`src/rtl/clkln_pkg.sv`:
```
package clkln_pkg;

  typedef enum logic [3:0] {
    ST_STOP  = 4'd0,
    ST_LP01  = 4'd1,
    ST_LP00  = 4'd2,
    ST_PREP  = 4'd3,
    ST_ZERO  = 4'd4,
    ST_PRE   = 4'd5,
    ST_RUN   = 4'd6,
    ST_POST  = 4'd7,
    ST_TRAIL = 4'd8
  } clk_st_e;

  typedef struct packed {
    logic dp;
    logic dn;
    logic lp_en;
    logic hs_en;
    logic gate;
    logic data_ok;
    logic active;
    logic stop;
  } lane_drv_s;

  function automatic lane_drv_s lane_decode(clk_st_e s);
    lane_drv_s d;
    d = '0;
    case (s)
      ST_STOP: begin
        d.dp = 1'b1; d.dn = 1'b1; d.lp_en = 1'b1; d.stop = 1'b1;
      end
      ST_LP01: begin
        d.dn = 1'b1; d.lp_en = 1'b1;
      end
      ST_LP00: d.lp_en = 1'b1;
      ST_PREP, ST_ZERO, ST_TRAIL: d.hs_en = 1'b1;
      ST_PRE, ST_POST: begin
        d.hs_en = 1'b1; d.gate = 1'b1; d.active = 1'b1;
      end
      ST_RUN: begin
        d.hs_en = 1'b1; d.gate = 1'b1; d.active = 1'b1; d.data_ok = 1'b1;
      end
      default: d = '0;
    endcase
    return d;
  endfunction

endpackage

```
`src/rtl/clkln_phase_timer.sv`:
```
module clkln_phase_timer #(
  parameter int CNT_W = 8
) (
  input  logic             clk,
  input  logic             rst,
  input  logic             restart,
  input  logic [CNT_W-1:0] dur_m1,
  output logic             done
);

  logic [CNT_W-1:0] cnt_q;

  assign done = (cnt_q == dur_m1);

  always_ff @(posedge clk) begin
    if (rst || restart) begin
      cnt_q <= '0;
    end else if (!done) begin
      cnt_q <= cnt_q + 1'b1;
    end
  end

endmodule

```
`src/rtl/clkln_fsm.sv`:
```
module clkln_fsm
  import clkln_pkg::*;
#(
  parameter int CNT_W = 8
) (
  input  logic             clk,
  input  logic             rst,
  input  logic             lane_srst,
  input  logic             pwr_down,
  input  logic             mbias_ready,
  input  logic             hs_req,
  input  logic [CNT_W-1:0] lpx,
  input  logic [CNT_W-1:0] prep,
  input  logic [CNT_W-1:0] zero,
  input  logic [CNT_W-1:0] pre,
  input  logic [CNT_W-1:0] post,
  input  logic [CNT_W-1:0] trail,
  output clk_st_e          state_q,
  output clk_st_e          state_d
);

  logic [CNT_W-1:0] raw_cnt;
  logic [CNT_W-1:0] dur_m1;
  logic             ph_done;
  logic             restart;

  always_comb begin
    case (state_q)
      ST_LP01, ST_LP00: raw_cnt = lpx;
      ST_PREP:          raw_cnt = prep;
      ST_ZERO:          raw_cnt = zero;
      ST_PRE:           raw_cnt = pre;
      ST_POST:          raw_cnt = post;
      ST_TRAIL:         raw_cnt = trail;
      default:          raw_cnt = '0;
    endcase
    dur_m1 = (raw_cnt == '0) ? '0 : raw_cnt - 1'b1;
  end

  always_comb begin
    state_d = state_q;
    if (pwr_down || lane_srst) begin
      state_d = ST_STOP;
    end else begin
      case (state_q)
        ST_STOP:  if (hs_req && mbias_ready) state_d = ST_LP01;
        ST_LP01:  if (ph_done) state_d = ST_LP00;
        ST_LP00:  if (ph_done) state_d = ST_PREP;
        ST_PREP:  if (ph_done) state_d = ST_ZERO;
        ST_ZERO:  if (ph_done) state_d = ST_PRE;
        ST_PRE:   if (ph_done) state_d = ST_RUN;
        ST_RUN:   if (!hs_req) state_d = ST_POST;
        ST_POST:  if (ph_done) state_d = ST_TRAIL;
        ST_TRAIL: if (ph_done) state_d = ST_STOP;
        default:  state_d = ST_STOP;
      endcase
    end
  end

  assign restart = (state_d != state_q);

  always_ff @(posedge clk) begin
    if (rst) begin
      state_q <= ST_STOP;
    end else begin
      state_q <= state_d;
    end
  end

  clkln_phase_timer #(.CNT_W(CNT_W)) u_timer (
    .clk     (clk),
    .rst     (rst),
    .restart (restart),
    .dur_m1  (dur_m1),
    .done    (ph_done)
  );

endmodule

```
`src/rtl/clkln_drive.sv`:
```
module clkln_drive
  import clkln_pkg::*;
(
  input  logic       clk,
  input  logic       rst,
  input  clk_st_e    state_d,
  input  logic       pwr_down,
  input  logic       mbias_ready,
  input  logic       hs_en_sel,
  input  logic       hs_en_val,
  input  logic       lp_en_sel,
  input  logic       lp_en_val,
  output logic       lp_dp,
  output logic       lp_dn,
  output logic       tx_lp_en,
  output logic       tx_hs_en,
  output logic       hs_clk_gate,
  output logic       data_go,
  output logic [3:0] lane_status
);

  lane_drv_s nxt;

  assign nxt = lane_decode(state_d);

  always_ff @(posedge clk) begin
    if (rst) begin
      lp_dp       <= 1'b1;
      lp_dn       <= 1'b1;
      tx_lp_en    <= 1'b1;
      tx_hs_en    <= 1'b0;
      hs_clk_gate <= 1'b0;
      data_go     <= 1'b0;
      lane_status <= 4'b0100;
    end else if (pwr_down) begin
      lp_dp       <= 1'b0;
      lp_dn       <= 1'b0;
      tx_lp_en    <= 1'b0;
      tx_hs_en    <= 1'b0;
      hs_clk_gate <= 1'b0;
      data_go     <= 1'b0;
      lane_status <= {mbias_ready, 3'b000};
    end else begin
      lp_dp       <= nxt.dp;
      lp_dn       <= nxt.dn;
      tx_lp_en    <= lp_en_sel ? lp_en_val : nxt.lp_en;
      tx_hs_en    <= hs_en_sel ? hs_en_val : nxt.hs_en;
      hs_clk_gate <= nxt.gate;
      data_go     <= nxt.data_ok;
      lane_status <= {mbias_ready, nxt.stop, 1'b0, nxt.active};
    end
  end

endmodule

```
`src/rtl/clkln_hs_seq.sv`:
```
module clkln_hs_seq
  import clkln_pkg::*;
#(
  parameter int CNT_W  = 8,
  parameter int N_FLD  = 4
) (
  input  logic                   clk,
  input  logic                   rst,
  input  logic                   lane_srst,
  input  logic                   pwr_down,
  input  logic                   mbias_ready,
  input  logic                   hs_req,
  input  logic [N_FLD*CNT_W-1:0] tim_word,
  input  logic [CNT_W-1:0]       pre_cnt,
  input  logic [CNT_W-1:0]       lpx_cnt,
  input  logic                   hs_en_sel,
  input  logic                   hs_en_val,
  input  logic                   lp_en_sel,
  input  logic                   lp_en_val,
  output logic                   lp_dp,
  output logic                   lp_dn,
  output logic                   tx_lp_en,
  output logic                   tx_hs_en,
  output logic                   hs_clk_gate,
  output logic                   data_go,
  output logic [3:0]             lane_status
);

  localparam int F_TRAIL = 0;
  localparam int F_POST  = 1;
  localparam int F_ZERO  = 2;
  localparam int F_PREP  = 3;

  logic [CNT_W-1:0] fld [N_FLD];
  clk_st_e          st_q;
  clk_st_e          st_d;

  for (genvar gi = 0; gi < N_FLD; gi++) begin : g_fld
    assign fld[gi] = tim_word[gi*CNT_W +: CNT_W];
  end

  clkln_fsm #(.CNT_W(CNT_W)) u_fsm (
    .clk         (clk),
    .rst         (rst),
    .lane_srst   (lane_srst),
    .pwr_down    (pwr_down),
    .mbias_ready (mbias_ready),
    .hs_req      (hs_req),
    .lpx         (lpx_cnt),
    .prep        (fld[F_PREP]),
    .zero        (fld[F_ZERO]),
    .pre         (pre_cnt),
    .post        (fld[F_POST]),
    .trail       (fld[F_TRAIL]),
    .state_q     (st_q),
    .state_d     (st_d)
  );

  clkln_drive u_drive (
    .clk         (clk),
    .rst         (rst),
    .state_d     (st_d),
    .pwr_down    (pwr_down),
    .mbias_ready (mbias_ready),
    .hs_en_sel   (hs_en_sel),
    .hs_en_val   (hs_en_val),
    .lp_en_sel   (lp_en_sel),
    .lp_en_val   (lp_en_val),
    .lp_dp       (lp_dp),
    .lp_dn       (lp_dn),
    .tx_lp_en    (tx_lp_en),
    .tx_hs_en    (tx_hs_en),
    .hs_clk_gate (hs_clk_gate),
    .data_go     (data_go),
    .lane_status (lane_status)
  );

endmodule

```
`config.mk`:
```
export PLATFORM = sky130hd
export DESIGN_NAME = clkln_hs_seq
export DESIGN_NICKNAME = d
export VERILOG_FILES = /design/src/rtl/clkln_pkg.sv /design/src/rtl/clkln_phase_timer.sv /design/src/rtl/clkln_fsm.sv /design/src/rtl/clkln_drive.sv /design/src/rtl/clkln_hs_seq.sv
export SDC_FILE = /design/constraint.sdc
export NUM_CORES = 1
export LEC_CHECK = 0
export ABC_AREA = 1
export ABC_CLOCK_PERIOD_IN_PS = 5350
export BUFFER_PORTS_ARGS = -buffer_cell sky130_fd_sc_hd__buf_2
export CORE_MARGIN = 2
export CORE_UTILIZATION = 51
export DETAILED_ROUTE_END_ITERATION = 7
export PLACE_DENSITY = 0.81
export SYNTH_ARGS = -nofsm -noshare
export SYNTH_HDL_FRONTEND = slang
export SYNTH_HIERARCHICAL = 1
export SYNTH_SLANG_ARGS = --single-unit
```
`constraint.sdc`:
```
create_clock -name clk -period 5.35 [get_ports clk]
set_clock_uncertainty 0.2 [all_clocks]
set_input_delay 0.535 -clock clk [delete_from_list [all_inputs] [get_ports clk]]
set_output_delay 0.535 -clock clk [all_outputs]
set_load 0.02 [all_outputs]
```
==> results of run 1 <==
synthesized netlist by cell type, drive strengths merged:
cell / count
a21oi: 8
a21boi: 1
conb: 1
nor2: 78
ha: 3
nor3: 3
xnor2: 1
inv: 50
nand4: 4
buf: 6
nand2: 149
xor2: 5
dfxtp: 19
nand3: 51
o21ai: 6
cell type report:
class	count	area, um2
fill	362	1310
multi-input combinational	310	1360
clock inverter	1	7.51
timing repair buffer	67	338
clock buffer	3	41.3
inverter	50	188
tap	48	60.1
sequential	19	380
critical path: cells and delay by family, from the launching register on:
family                     cells  cell delay [ps]
buffers and inverters          5              460
and+or+nand+nor               20             3140
adders and majority gates      1              180
AOI/OAI and AO/OA              2              260
DFF                            1              370
worst paths after layout:
check / to / slack [ps] / depth (start not counted)
min: u_drive/lane_status[3] / 290 / 3
max reg2reg: u_fsm/u_timer/cnt_q[4] / 670 / 28
max: u_fsm/u_timer/cnt_q[4] / 670 / 28
min reg2reg: u_fsm/u_timer/cnt_q[0] / 410 / 3
sequential cells by signal, indices dropped and copies added (netlist names):
register / cells
u_drive/data_go: 1
u_drive/tx_lp_en: 1
u_fsm/u_timer/cnt_q: 8
u_drive/lane_status: 3
u_drive/tx_hs_en: 1
u_drive/lp_dn: 1
u_fsm/state_q: 4
kinds of logic after synthesis:
| family | count (synthesis) | share of synthesized area, % |
|---|---|---|
| AO/OA/AOI/OAI | 15 | 4.11 |
| XOR/XNOR | 6 | 2.66 |
| adder cells (fa/ha/maj) | 3 | 1.90 |
| buffers and inverters | 56 | 11.8 |
| flip-flops | 19 | 19.2 |
| other | 1 | 0.190 |
| AND/OR/NAND/NOR | 285 | 60.1 |
metal layers:
metal  share of wire [%]  wire, um  GRT usage, %  vias up
li1                    -         -             -     1311
met1                  43      2330          31.9     1069
met2                  47      2550          46.6       98
met3                 7.4       403          2.21       17
met4                 3.0       162          13.3        0
met5                   0         0             0        -
through the flow:
step                      std cells  setup WS, ps  util [%]  hold WS, ps  power, uW
final                           498           671      64.5          289       1320
after global routing            498          93.1      64.5          288       1520
after CTS                       498           684      64.5          285       1330
after detailed placement        494           752      63.1          393       1220
after global placement          494           839      63.1          377       1200
after floorplan                 385          1650         -          343       1020
where the power goes:
group	leakage, uW	internal (uW)	switching (uW)
Sequential	0.000156	167	21.0
Combinational	0.00124	344	694
Clock	0.0000217	52.5	46.6
==> summary.json, run 1 <==
{
  "outcome": {"value": "complete, no violations"},
  "numCtsBuffers": {"value": 3},
  "drc": {"value": 0},
  "worstSetupStartpoint": {"value": "u_fsm/state_q[2]"},
  "grt_pass1_wl": {"value": 9270, "unit": "um"},
  "chipWidth": {"value": 66.3, "unit": "um"},
  "flow.area_growth_from_synthesis": {"value": 20.3, "unit": "%"},
  "globalRouteTotalUtil": {"value": 26.5, "unit": "%"},
  "critPathCaptureType": {"value": "flip-flop"},
  "gp_routability_congestion": {"value": 0.941},
  "resized_after_cts": {"value": 0},
  "p_leak": {"value": 0.00141, "unit": "uW"},
  "total_placed_instance_area": {"value": 2330, "unit": "um2"},
  "tightest_slew": {"value": 578, "unit": "ps"},
  "path_max_fanout": {"value": 12},
  "commonest_non_fill_non_tap_cells_in_the_layout": {"value": "147 x nand2_1, 70 x nor2_1, 66 x buf_2"},
  "cp_common_cell": {"value": "nand2_1"},
  "floorplan.initialDensity": {"value": 53.6, "unit": "%"},
  "power.density_cell_area": {"value": 557, "unit": "nW/um2"},
  "grt_overflow_total": {"value": 0},
  "worst_setup_hold_path_clk_slew": {"value": 70, "unit": "ps"},
  "final-setup-viol-count": {"value": 0},
  "hold_path_class": {"value": "input port to flip-flop"},
  "netlist-cell-type-count": {"value": 23},
  "vdd_drop_max": {"value": 0.000352, "unit": "V"},
  "antenna_found_initial": {"value": 0},
  "clock_sinks": {"value": 19},
  "holdBufCountCts": {"value": 0},
  "cp_arrival": {"value": 4670, "unit": "ps"},
  "viasPerCell": {"value": 5.01},
  "post-dp-hpwl": {"value": 4440, "unit": "um"},
  "clockBufferDepth": {"value": 2},
  "critPathSlowestCell": {"value": "nor2_1"},
  "post-route-cell-area": {"value": 2380, "unit": "um2"},
  "clock_tree.htree_level_count": {"value": 1},
  "upper_clock_frequency_limit": {"value": 0.214, "unit": "GHz"},
  "cts_setup_buffers": {"value": 0},
  "max_transition_margin": {"value": 61.4, "unit": "%"},
  "antenna-diode-count": {"value": 0},
  "cp-start-kind": {"value": "flip-flop"},
  "worst_path_largest_cell_delay": {"value": 420, "unit": "ps"},
  "post_synth_inst_count": {"value": 385},
  "synth-seq-area-share": {"value": 19.2, "unit": "%"},
  "final.period_utilization": {"value": 87.5, "unit": "%"},
  "worst_r2r_startpoint": {"value": "u_fsm/state_q[2]"},
  "tritoncts_clock_tree": {"value": "yes"},
  "vias": {"value": 2495},
  "post_layout_net_count": {"value": 512},
  "boundaryPins": {"value": 68},
  "synth.top_cells.by_area": {"value": "nand2_1 28%, dfxtp_1 19%, nor2_1 13%"},
  "synthesis.area": {"value": 1980, "unit": "um2"},
  "placement_rows": {"value": 22},
  "synth_top_area_share": {"value": 27.9, "unit": "%"},
  "shortest_period_the_worst_path_allows": {"value": 4680, "unit": "ps"},
  "syn_avg_cell_area": {"value": 5.13, "unit": "um2"},
  "report.final.slew_viol_count": {"value": 0},
  "max-cap-violations": {"value": 0},
  "setup.worst_path.class": {"value": "flip-flop to flip-flop"},
  "synth_fp_nets": {"value": 446},
  "drtPass1Iterations": {"value": 4},
  "placement.io_buffers": {"value": 66},
  "fin_setup_tns": {"value": 0, "unit": "ps"},
  "yosys_register_bits": {"value": 19},
  "grt_pass1_vias": {"value": 2272},
  "largest_net_degree_at_the_start_of_global_routing": {"value": 14},
  "most_common_library_cell_in_the_layout_ignoring_fill_and_taps": {"value": "nand2_1"},
  "final_hold_viol_count": {"value": 0},
  "avgRoutedWirePerCell": {"value": 10.9, "unit": "um"},
  "clk_latency": {"value": 260, "unit": "ps"},
  "post_route_cells_drive_above_1_share": {"value": 19.1, "unit": "%"},
  "unrepaired_setup_endpoints_after_global_routing": {"value": "no"},
  "die-area": {"value": 4390, "unit": "um2"},
  "worst_ep_required_time": {"value": 5340, "unit": "ps"},
  "coreArea": {"value": 3690, "unit": "um2"},
  "cell_type_with_the_largest_total_area_after_synthesis": {"value": "nand2_1"},
  "clock_tree_root_buffer_cell": {"value": "clkbuf_8"},
  "drt.antenna.violating_nets": {"value": 0},
  "die-height": {"value": 66.3, "unit": "um"},
  "drt_iter0_markers": {"value": 164},
  "wirelength": {"value": 5450, "unit": "um"},
  "hold_start": {"value": "mbias_ready"},
  "yosys_warnings": {"value": 6}
}
Power figures use the tool's default switching activity.
==> inputs of run 2 (changes only) <==
ABC_AREA = 0   (was 1)
CORE_UTILIZATION = 50   (was 51)
SLEW_MARGIN = 20   (was default)
==> summary.json, run 2 <==
{
  "power.share.combinational": {"value": 33.1, "unit": "%"},
  "clock_sinks": {"value": 19},
  "synth_top_area_share": {"value": 20.5, "unit": "%"},
  "p_leak": {"value": 0.000944, "unit": "uW"},
  "wirelength": {"value": 4700, "unit": "um"},
  "netlist-cell-type-count": {"value": 62},
  "holdPathEnd": {"value": "u_fsm/u_timer/cnt_q[7]"},
  "post_route_cells_drive_above_1_share": {"value": 35.3, "unit": "%"},
  "reg2reg_slack": {"value": 460, "unit": "ps"},
  "globalRouteTotalUtil": {"value": 23.6, "unit": "%"},
  "largest_register": {"value": "u_fsm/u_timer/cnt_q"},
  "synth_fp_nets": {"value": 288},
  "power.internal": {"value": 252, "unit": "uW"},
  "path_max_fanout": {"value": 17},
  "holdBufCountCts": {"value": 0},
  "final.period_utilization": {"value": 91.5, "unit": "%"},
  "drtPass1Iterations": {"value": 5},
  "cp_arrival": {"value": 4850, "unit": "ps"},
  "synthesis.area": {"value": 1860, "unit": "um2"},
  "final_hold_viol_count": {"value": 0},
  "resized_after_cts": {"value": 0},
  "boundaryPins": {"value": 68},
  "clock_tree_root_buffer_cell": {"value": "clkbuf_8"},
  "drt.antenna.violating_nets": {"value": 0},
  "route.met3.wl": {"value": 160, "unit": "um"},
  "met2_wirelength": {"value": 2350, "unit": "um"},
  "flow.area_growth_from_synthesis": {"value": 19.7, "unit": "%"},
  "worst_ep_required_time": {"value": 5300, "unit": "ps"},
  "grt_pass1_vias": {"value": 1886},
  "hold_path_class": {"value": "flip-flop to flip-flop"},
  "power.share.clock": {"value": 25.5, "unit": "%"},
  "grt_pass1_wl": {"value": 8090, "unit": "um"},
  "seq_power_share": {"value": 41.4, "unit": "%"},
  "largest_register_ffs": {"value": 8},
  "worst_r2r_startpoint": {"value": "u_fsm/state_q[3]"},
  "design_power_total": {"value": 382, "unit": "uW"},
  "drc": {"value": 0},
  "most_common_library_cell_in_the_layout_ignoring_fill_and_taps": {"value": "buf_2"},
  "largest_net_degree_at_the_start_of_global_routing": {"value": 19},
  "final-setup-viol-count": {"value": 0},
  "antenna_found_initial": {"value": 0},
  "worstRegToRegCells": {"value": 17},
  "total_placed_instance_area": {"value": 2170, "unit": "um2"},
  "drt-met1-wl": {"value": 2150, "unit": "um"},
  "biggestRegsByFlops": {"value": "u_fsm/u_timer/cnt_q (8), u_fsm/state_q (4), u_drive/lane_status (3)"},
  "clock_tree.htree_level_count": {"value": 1},
  "grt_overflow_total": {"value": 0},
  "post-route-cell-area": {"value": 2220, "unit": "um2"},
  "hold-path-cell-count": {"value": 2},
  "outcome": {"value": "complete, no violations"},
  "post-dp-hpwl": {"value": 3720, "unit": "um"},
  "critPathCaptureType": {"value": "flip-flop"},
  "tritoncts_clock_tree": {"value": "yes"},
  "yosys_register_bits": {"value": 19},
  "maxUsedRoutingLayer": {"value": "met4"},
  "netSwitchingPower": {"value": 130, "unit": "uW"},
  "max-cap-violations": {"value": 0},
  "die-area": {"value": 4220, "unit": "um2"},
  "commonest_non_fill_non_tap_cells_in_the_layout": {"value": "66 x buf_2, 21 x nor2_1, 16 x dfxtp_1"},
  "numCtsBuffers": {"value": 3},
  "asyncSetResetFlopFracSynth": {"value": 0, "unit": "%"},
  "post_layout_net_count": {"value": 348},
  "cp-start-kind": {"value": "flip-flop"},
  "gp_routability_congestion": {"value": 0.930},
  "worst_setup_hold_path_clk_slew": {"value": 70, "unit": "ps"},
  "vias": {"value": 1934},
  "vdd_drop_max": {"value": 0.000162, "unit": "V"},
  "power_switching_share": {"value": 34.0, "unit": "%"},
  "chipWidth": {"value": 64.9, "unit": "um"},
  "yosys_warnings": {"value": 6},
  "setup.worst_path.class": {"value": "flip-flop to flip-flop"},
  "filler_cell_count": {"value": 358},
  "hold_start": {"value": "u_fsm/u_timer/cnt_q[7]"},
  "max_transition_margin": {"value": 62.6, "unit": "%"},
  "shortest_period_the_worst_path_allows": {"value": 4890, "unit": "ps"},
  "whs": {"value": 297, "unit": "ps"},
  "die-height": {"value": 64.9, "unit": "um"},
  "placement.io_buffers": {"value": 66},
  "power.density_cell_area": {"value": 172, "unit": "nW/um2"},
  "reg2reg_to": {"value": "u_drive/tx_hs_en"},
  "coreArea": {"value": 3610, "unit": "um2"},
  "report.final.slew_viol_count": {"value": 0},
  "viasPerCell": {"value": 5.79},
  "synth-edff-count": {"value": 0},
  "drt_iter0_markers": {"value": 91},
  "synth-seq-area-share": {"value": 20.5, "unit": "%"},
  "synth.top_cells.by_area": {"value": "dfxtp_1 20%, xnor2_1 5.2%, mux2i_1 4.9%"},
  "syn_avg_cell_area": {"value": 8.18, "unit": "um2"},
  "floorplan.initialDensity": {"value": 51.5, "unit": "%"},
  "avgRoutedWirePerCell": {"value": 14.1, "unit": "um"},
  "cell_type_with_the_largest_total_area_after_synthesis": {"value": "dfxtp_1"},
  "postSynth.topFlopCell": {"value": "dfxtp_1"},
  "clockBufferDepth": {"value": 2},
  "tightest_slew": {"value": 557, "unit": "ps"},
  "synth.most_common_cell": {"value": "nor2_1"},
  "antenna-diode-count": {"value": 0},
  "placement_rows": {"value": 22},
  "cts_setup_buffers": {"value": 0},
  "clk_latency": {"value": 250, "unit": "ps"},
  "upper_clock_frequency_limit": {"value": 0.204, "unit": "GHz"},
  "fin_setup_tns": {"value": 0, "unit": "ps"},
  "synth.top_cells.by_count": {"value": "21 x nor2_1, 19 x dfxtp_1, 13 x nand2_1"},
  "post_synth_inst_count": {"value": 227}
}
[run 2: area by class of cell]
cell class / count / area (um2) / share of cell area (%)
Sequential cell: 19 / 384 / 17.3
Inverter: 3 / 11.3 / 0.507
Timing Repair Buffer: 70 / 360 / 16.2
Clock inverter: 1 / 5.00 / 0.225
Tap cell: 48 / 60.1 / 2.70
Clock buffer: 3 / 41.3 / 1.86
Multi-Input combinational cell: 190 / 1360 / 61.2
[run 2: power groups by stage]
stage                     sequential [uW]  combinational, uW  clock, uW
after floorplan                       160               95.5          0
after global placement                161                122          0
after detailed placement              161                125          0
after CTS                             158                126       99.9
after global routing                  159                141        108
final                                 158                126       97.3
[run 2: worst max path at each step]
stage / startpoint / to / slack (ps) / cells past startpoint
after floorplan: u_fsm/state_q[1] / u_drive/tx_hs_en / 1130 / 19
after global placement: u_fsm/state_q[1] / u_drive/tx_hs_en / 540 / 16
after detailed placement: u_fsm/state_q[1] / u_drive/tx_hs_en / 410 / 17
after CTS: u_fsm/state_q[1] / u_drive/tx_hs_en / 350 / 17
after global routing: u_fsm/state_q[3] / u_drive/tx_hs_en / -2 / 17
final: u_fsm/state_q[3] / u_drive/tx_hs_en / 460 / 17
[run 2: cells by family after synthesis]
group / after synthesis / share of synthesized area, %
AND/OR/NAND/NOR: 96 / 29.3
AO/OA/AOI/OAI: 63 / 27.2
flip-flops: 19 / 20.5
buffers and inverters: 18 / 6.27
XOR/XNOR: 14 / 7.01
multiplexers: 13 / 7.48
adder cells (fa/ha/maj): 3 / 2.02
other: 1 / 0.202
[run 2: routing by layer]
metal | global-route usage [%] | vias to the layer above
met1 | 30.2 | 912
met2 | 40.6 | 45
met4 | 6.38 | 0
met3 | 3.82 | 6
li1 | - | 971
met5 | 0 | -
[run 2: through the flow]
| stage | util (%) | setup WS, ps | cells |
|---|---|---|---|
| final | 61.6 | 456 | 334 |
| after global routing | 61.6 | -1.68 | 334 |
| after CTS | 61.5 | 353 | 334 |
| after detailed placement | 60.2 | 406 | 330 |
| after global placement | 60.2 | 541 | 330 |
| after floorplan | - | 1130 | 227 |
[run 2: worst max-delay path, cell delays in order, from the launching register on]
cell,delay (ps)
dfxtp_1,630
nor2b_1,240
a32o_1,340
a221oi_2,360
ha_1,210
nand2_1,80
nor3b_2,420
nor2b_1,120
xnor2_1,220
nand4_1,220
nor2_1,360
nand2_1,120
a311oi_1,290
a21oi_1,90
nor2_1,290
a21oi_2,110
or2_1,230
a2111oi_2,280
